<file path="src/rtl/mfclk_pkg.sv">
package mfclk_pkg;
  typedef enum logic [1:0] {
    SC_FREE      = 2'd0,
    SC_REF_EDGE  = 2'd1,
    SC_SYNC_REL  = 2'd2,
    SC_RESERVED  = 2'd3
  } subclass_e;
endpackage

</file>
<file path="src/rtl/mfclk_sync.sv">
module mfclk_sync #(
  parameter int                 WIDTH   = 2,
  parameter int                 STAGES  = 2,
  parameter logic [WIDTH-1:0]   RST_VAL = '0
) (
  input  logic             clk,
  input  logic             rst,
  input  logic             en,
  input  logic [WIDTH-1:0] d,
  output logic [WIDTH-1:0] q
);
  logic [WIDTH-1:0] pipe [STAGES];

  for (genvar g = 0; g < STAGES; g++) begin : g_stage
    always_ff @(posedge clk) begin
      if (rst) begin
        pipe[g] <= RST_VAL;
      end else if (en) begin
        if (g == 0) pipe[g] <= d;
        else        pipe[g] <= pipe[(g == 0) ? 0 : g-1];
      end
    end
  end

  assign q = pipe[STAGES-1];
endmodule

</file>
<file path="src/rtl/mfclk_event_sel.sv">
module mfclk_event_sel
  import mfclk_pkg::*;
(
  input  logic       clk,
  input  logic       rst,
  input  logic       en,
  input  logic       ref_s,
  input  logic       syn_s,
  input  logic [1:0] subclass,
  input  logic       oneshot_en,
  input  logic       arm,
  output logic       align_ev
);
  logic ref_d, syn_d, armed;
  logic ref_rise, syn_rise, ref_acc;
  subclass_e mode;

  assign mode     = subclass_e'(subclass);
  assign ref_rise = ref_s & ~ref_d;
  assign syn_rise = syn_s & ~syn_d;
  assign ref_acc  = en && (mode == SC_REF_EDGE) && ref_rise && (!oneshot_en || armed);

  always_comb begin
    align_ev = 1'b0;
    if (en) begin
      case (mode)
        SC_REF_EDGE: align_ev = ref_acc;
        SC_SYNC_REL: align_ev = syn_rise;
        default:     align_ev = 1'b0;
      endcase
    end
  end

  always_ff @(posedge clk) begin
    if (rst) begin
      ref_d <= 1'b0;
      syn_d <= 1'b1;
      armed <= 1'b0;
    end else if (en) begin
      ref_d <= ref_s;
      syn_d <= syn_s;
      if (arm)                        armed <= 1'b1;
      else if (ref_acc && oneshot_en) armed <= 1'b0;
    end
  end
endmodule

</file>
<file path="src/rtl/mfclk_counters.sv">
module mfclk_counters #(
  parameter int OCT_W = 4,
  parameter int FRM_W = 5
) (
  input  logic             clk,
  input  logic             rst,
  input  logic             en,
  input  logic             align,
  input  logic [OCT_W-1:0] opf_m1,
  input  logic [FRM_W-1:0] fpm_m1,
  output logic             frame_pulse,
  output logic             mf_pulse
);
  logic [OCT_W-1:0] oct_q, oct_n;
  logic [FRM_W-1:0] frm_q, frm_n;

  always_comb begin
    oct_n = oct_q;
    frm_n = frm_q;
    if (align) begin
      oct_n = '0;
      frm_n = '0;
    end else if (oct_q >= opf_m1) begin
      oct_n = '0;
      frm_n = (frm_q >= fpm_m1) ? '0 : frm_q + 1'b1;
    end else begin
      oct_n = oct_q + 1'b1;
    end
  end

  always_ff @(posedge clk) begin
    if (rst) begin
      oct_q       <= '0;
      frm_q       <= '0;
      frame_pulse <= 1'b0;
      mf_pulse    <= 1'b0;
    end else begin
      frame_pulse <= 1'b0;
      mf_pulse    <= 1'b0;
      if (en) begin
        oct_q       <= oct_n;
        frm_q       <= frm_n;
        frame_pulse <= (oct_n == '0);
        mf_pulse    <= (oct_n == '0) && (frm_n == '0);
      end
    end
  end
endmodule

</file>
<file path="src/rtl/mfclk_phase_align.sv">
module mfclk_phase_align
  import mfclk_pkg::*;
#(
  parameter int OCT_W       = 4,
  parameter int FRM_W       = 5,
  parameter int SYNC_STAGES = 2
) (
  input  logic             clk,
  input  logic             rst,
  input  logic             clk_en,
  input  logic             sysref,
  input  logic             sync_n,
  input  logic [1:0]       subclass,
  input  logic [OCT_W-1:0] cfg_opf_m1,
  input  logic [FRM_W-1:0] cfg_fpm_m1,
  input  logic             oneshot_en,
  input  logic             arm,
  output logic             frame_pulse,
  output logic             mf_pulse,
  output logic             aligned
);
  localparam int         NREF     = 2;
  localparam logic [1:0] SYNC_RST = 2'b10;

  logic [NREF-1:0] ref_raw, ref_sy;
  logic            align_ev;

  assign ref_raw = {sync_n, sysref};

  mfclk_sync #(.WIDTH(NREF), .STAGES(SYNC_STAGES), .RST_VAL(SYNC_RST)) u_sync (
    .clk (clk),
    .rst (rst),
    .en  (clk_en),
    .d   (ref_raw),
    .q   (ref_sy)
  );

  mfclk_event_sel u_evsel (
    .clk        (clk),
    .rst        (rst),
    .en         (clk_en),
    .ref_s      (ref_sy[0]),
    .syn_s      (ref_sy[1]),
    .subclass   (subclass),
    .oneshot_en (oneshot_en),
    .arm        (arm),
    .align_ev   (align_ev)
  );

  mfclk_counters #(.OCT_W(OCT_W), .FRM_W(FRM_W)) u_cnt (
    .clk         (clk),
    .rst         (rst),
    .en          (clk_en),
    .align       (align_ev),
    .opf_m1      (cfg_opf_m1),
    .fpm_m1      (cfg_fpm_m1),
    .frame_pulse (frame_pulse),
    .mf_pulse    (mf_pulse)
  );

  always_ff @(posedge clk) begin
    if (rst)                                           aligned <= 1'b0;
    else if (subclass_e'(subclass) == SC_FREE || align_ev) aligned <= 1'b1;
  end
endmodule

</file>
<file path="config.mk">
export PLATFORM = sky130hd
export DESIGN_NAME = mfclk_phase_align
export DESIGN_NICKNAME = d
export VERILOG_FILES = /design/src/rtl/mfclk_pkg.sv /design/src/rtl/mfclk_sync.sv /design/src/rtl/mfclk_event_sel.sv /design/src/rtl/mfclk_counters.sv /design/src/rtl/mfclk_phase_align.sv
export SDC_FILE = /design/constraint.sdc
export NUM_CORES = 1
export LEC_CHECK = 0
export BUFFER_PORTS_ARGS = -buffer_cell sky130_fd_sc_hd__buf_4
export CAP_MARGIN = 20
export CORE_MARGIN = 2
export CORE_UTILIZATION = 25
export CTS_BUF_LIST = sky130_fd_sc_hd__clkbuf_8
export DETAILED_ROUTE_END_ITERATION = 8
export SLEW_MARGIN = 15
export SYNTH_ARGS = -nofsm -noshare
export SYNTH_HDL_FRONTEND = slang
export SYNTH_SLANG_ARGS = --single-unit
export TNS_END_PERCENT = 5
</file>
<file path="constraint.sdc">
create_clock -name clk -period 2 [get_ports clk]
set_clock_uncertainty 0.2 [all_clocks]
set_input_delay 0.4 -clock clk [delete_from_list [all_inputs] [get_ports clk]]
set_output_delay 0.4 -clock clk [all_outputs]
set_load 0.03 [all_outputs]
</file>
# Yosys cells after proc, flatten, opt, wreduce, memory -nomap -nowiden
# Memory sizes are Yosys's and may differ from the RTL's.
# Index checks and enable logic that the tools add are counted.
# op_classes
n_addsub,2
magnitude_cmp,2
n_eq_ne,2
n_mux,16
bitwise_logic,7
n_reduce_logical,14
# ops
cell,n
$mux 5,3
$mux 1,8
$mux 4,2
$add 5x1->5 const B,1
$ge 5x5->1,1
$logic_and 1x1->1,5
$logic_not 5->1,1
$add 4x1->4 const B,1
$ge 4x4->1,1
$logic_not 4->1,1
$mux 2,2
$not 1->1,3
$and 1x1->1,2
$eq 2x1->1 const B,1
$eq 2x2->1 const B,1
$logic_not 2->1,1
$logic_or 1x1->1,2
$or 1x1->1,2
$pmux 1 s2,1
$reduce_and 2->1,1
$reduce_bool 2->1,1
$reduce_or 2->1,1
$logic_not 1->1,1
# totals
register_bits,15
ram_bits,4
word_cells,52
n_memories,1
# memory_table
name,depth,word_bits,rd,rd_clocked_by_memory_dff,wr,line_no,text
u_sync.pipe,2,2,2,0,2,mfclk_sync.sv:12,logic [WIDTH-1:0] pipe [STAGES];

# Depth between registers and ports, before layout
# logic_depth
depth_word,9
ltp_mapped,8
ltp_nobuf,8

# By module
# Synthesis repeated with hierarchy kept, for this count alone.
# hier_totals
cells_unflattened,137
hier_area_um2,1253.7
# modules_own_cells
mod,instances,cells_per_inst,area_per_inst_um2
mfclk_counters,1,103,853.3
mfclk_event_sel,1,21,201.4
mfclk_sync,1,9,163.9
mfclk_phase_align,1,4,35.0

# Worst setup path after synthesis
# OpenSTA, ideal clock, no wires.
# synth_timing
kind,input-to-reg
from,input port cfg_fpm_m1[2]
to,register u_cnt.frm_q[2]
arrival_time_ns,1.629
slack_ns,0.075
cell_stages,7
path_buffers,0
path_cell_list,inv_1 > ha_1 > a21o_1 > a31oi_2 > o21ai_2 > a211o_1 > o41ai_2
# synth_between
elab_chain_cells,4
# synth_rtl
item,line_no,text
"start, declared",mfclk_phase_align.sv:15,"input logic [FRM_W-1:0] cfg_fpm_m1,"
$ge 5x5->1,mfclk_counters.sv:25,frm_n = (frm_q >= fpm_m1) ? '0 : frm_q + 1'b1;
$mux 5,mfclk_counters.sv:25,
$mux 5,mfclk_counters.sv:23,end else if (oct_q >= opf_m1) begin
$mux 5,mfclk_counters.sv:20,if (align) begin
"end signal, assigned",mfclk_counters.sv:42,frm_q <= frm_n;
"end, declared",mfclk_counters.sv:15,"logic [FRM_W-1:0] frm_q, frm_n;"
# Every way passes these cells.
# A chain may end at the register's enable or synchronous reset.

# Worst setup path after layout
# layout_timing
from,register u_cnt.frm_q[0]
to,register u_cnt.frm_q[2]
# layout_between
elab_chain_cells,4
elab_cells_between_ends,5
classes_between,add/sub (1); order compare (1); mux (3)
# layout_rtl
item,line_no
$add 5x1->5 or $ge 5x5->1 (tied branches),mfclk_counters.sv:25
$mux 5 (*),mfclk_counters.sv:25
$mux 5 (*),mfclk_counters.sv:23
$mux 5 (*),mfclk_counters.sv:20
# Mark *: on every way between the ends. The rest lies on a longest branch, timed or not.

==> flow_summary.ini <==
[run_status]
outcome = finished clean

[placement]
hpwl_mm = 2.01
dp_slack_ns = -0.138
placed_cell_area_mm2 = 0.00155
portBuffers = 20
routabilityCongestion = 0.758
place_inst = 232

[cts]
htreeDepth = 1
cts_tree = built
postCtsSetupRepairBufs = 0
cts.clk_slew.worst_paths_ns = 0.08
cts_buffers = 3
cts_sinks = 19
clock_path_buffers = 2
clock_latency_ns = 0.26
root_buffer = clkbuf_8

[synth]
postSynthCellCount = 137
yosys_warnings = 0
yosys-top-cells-area = dfxtp_1 24%, ha_1 14%, edfxtp_1 9.6%, inv_1 4.5%, nor2_1 3.9%
synth_top_area_share_pct = 23.9
ys_seq_area_share_pct = 33.4
synth_area_leader_cell = dfxtp_1
synthFlopType = dfxtp_1
synth_nets = 169
synth-seq-cells = 19
async_flop_share_pct = 0
postSynthAreaPerCell_um2 = 9.18
synthesis.area_mm2 = 0.00126
synth.distinct_cells = 43
synth-edff-count = 4

[timing]
tns_ns = 0
period_share_pct = 95.6
maxSlewHeadroom_pct = 74.2
fin_crit_ns = 1.91
drv_slew = 0
setup_ws_ns = 0.0871
hold_viol_final = 0
worst_pin_slew_ns = 0.387
rsz0062_at_grt = no
finalSetupViolCount = 0
clock.fmax_mhz = 523

[power]
irDropWorstVdd_mv = 0.206
power.leakage_nw = 0.702
p_per_area_mw_per_mm2 = 593

[final_layout]
fin_nets = 202
drive_gt1_share_pct = 32.0
seq_area_um2 = 422
instances_no_fill = 236
final_cell_mix = 30 x buf_4, 15 x inv_1, 14 x ha_1, 14 x dfxtp_1, 13 x nor2_1
fillers = 505
mostFrequentLayoutCell = buf_4
num_antenna_cells = 0
final_core_util_pct = 34.1
syn_to_final_growth_pct = 30.0
design_area_mm2 = 0.00163
multi_input_area_um2 = 795

[critical_path]
startpoint = u_cnt.frm_q[0]$_SDFFE_PP0P_
cp.arrival_ns = 1.88
crit_fanout = 5
cp-end-kind = flop
path_class = reg -> reg
worst_ep_required_time_ns = 1.96
critPathLaunchType = flop
crit-reg2reg-launch = u_cnt.frm_q[0]$_SDFFE_PP0P_

[die]
ios = 21
row_count = 25
die_w_um = 74.9
dieHeight_um = 74.9
die_area_mm2 = 0.00561
start_util_pct = 26.3
core_area_mm2 = 0.00479

[routing]
drt-vias-per-instance = 4.56
wire_per_inst_um = 10.9
first_iter_violations = 53
drc_errors = 0
vias = 1076
drtAntennaViolNets = 0
wirelength_mm = 2.58
first_pass_iters = 4

[worst_hold_path]
hp-start = sync_n
hold_path_class = in -> reg

[global_route]
antenna_found_initial = 0
grt_max_degree = 14
first_global_vias = 1010
grt_pass1_wl_mm = 4.41
grt-ovfl-total = 0
grt_use_total_pct = 10.3

[flow_run]
timing.max_cap.violations = 0
## power breakdown
group	total [W]	leakage, nW	internal, W	switching, W
registers	0.000429	0.162	0.000416	0.0000129
clock network	0.000280	0.0217	0.000141	0.000139
logic	0.000259	0.518	0.000120	0.000140
total	0.000969	0.702	0.000677	0.000292
## worst paths after layout
kind | slack [ns] | cells past startpoint | end
min | 0.20 | 2 | u_sync.pipe[0][1]$_SDFFCE_PN1P_
max | 0.09 | 7 | u_cnt.frm_q[2]$_SDFFE_PP0P_
max reg2reg | 0.09 | 7 | u_cnt.frm_q[2]$_SDFFE_PP0P_
min reg2reg | 0.28 | 1 | u_cnt.oct_q[3]$_SDFFE_PP0P_
## logic make-up after synthesis
group | after synthesis | share of synthesized area (%)
and+or+nand+nor | 49 | 23.8
muxes | 2 | 1.59
AOI/OAI and AO/OA | 35 | 21.3
adders and majority gates | 14 | 13.9
buffers and inverters | 18 | 5.97
DFF | 19 | 33.4
## critical path, cell delays in order (launching register included)
cell      delay (ns)
dfxtp_1         0.33
inv_1           0.07
ha_1            0.26
nand2b_1        0.18
a31oi_4         0.16
o21ai_4         0.10
a211o_1         0.31
o41ai_2         0.21
## final cells by class
cell class | instances | area share [%]
inverter | 16 | 3.68
tap | 67 | 5.13
timing repair buffer | 30 | 13.8
sequential | 19 | 25.8
multi-input combinational | 100 | 48.6
clock buffer | 3 | 2.53
clock inverter | 1 | 0.459
## state kept, by name (all words and copies together) (netlist names)
register / flops
u_cnt.frm_q: 5
u_cnt.oct_q: 4
u_sync.pipe: 4
aligned: 1
u_cnt.frame_pulse: 1
u_cnt.mf_pulse: 1
u_evsel.armed: 1
u_evsel.ref_d: 1
u_evsel.syn_d: 1
## synth_stat cells, types with 2 or more instances
master    instances
ha_1             14
inv_1            15
o21ai_1           3
o21a_1            2
a211o_1           2
nand4_1           2
and2_1            2
o21ai_2           2
nand2b_1          5
edfxtp_1          4
mux2i_1           2
dfxtp_1          15
a21oi_1           7
nor2_1           13
a31oi_1           2
nor3_2            3
nand2_1           6
nor2_2            2
nor3b_1           2
nand3_1           5
nand3b_1          3
o21ai_0           5
## what timing repair did
action                     in CTS  in global routing
pin swaps                       1                  3
gates cloned                    0                  0
gates resized for setup         0                  6
hold buffers                    0                  0
setup endpoints to repair       1                  5
## stage by stage
stage                     power (W)  hold slack, ns
after floorplan            0.000597           0.251
after global placement     0.000683           0.272
after detailed placement   0.000688           0.273
after CTS                  0.000975           0.191
after global routing        0.00104           0.199
final                      0.000969           0.196
## layer usage
metal | GRT usage, % | vias to the layer above | share of wire (%)
met5 | 0 | - | 0
met4 | 4.17 | 0 | 1.7
met3 | 2.41 | 7 | 3.8
met2 | 16.6 | 18 | 48
met1 | 13.2 | 495 | 46
li1 | - | 556 | -
Power figures use the tool's default switching activity.
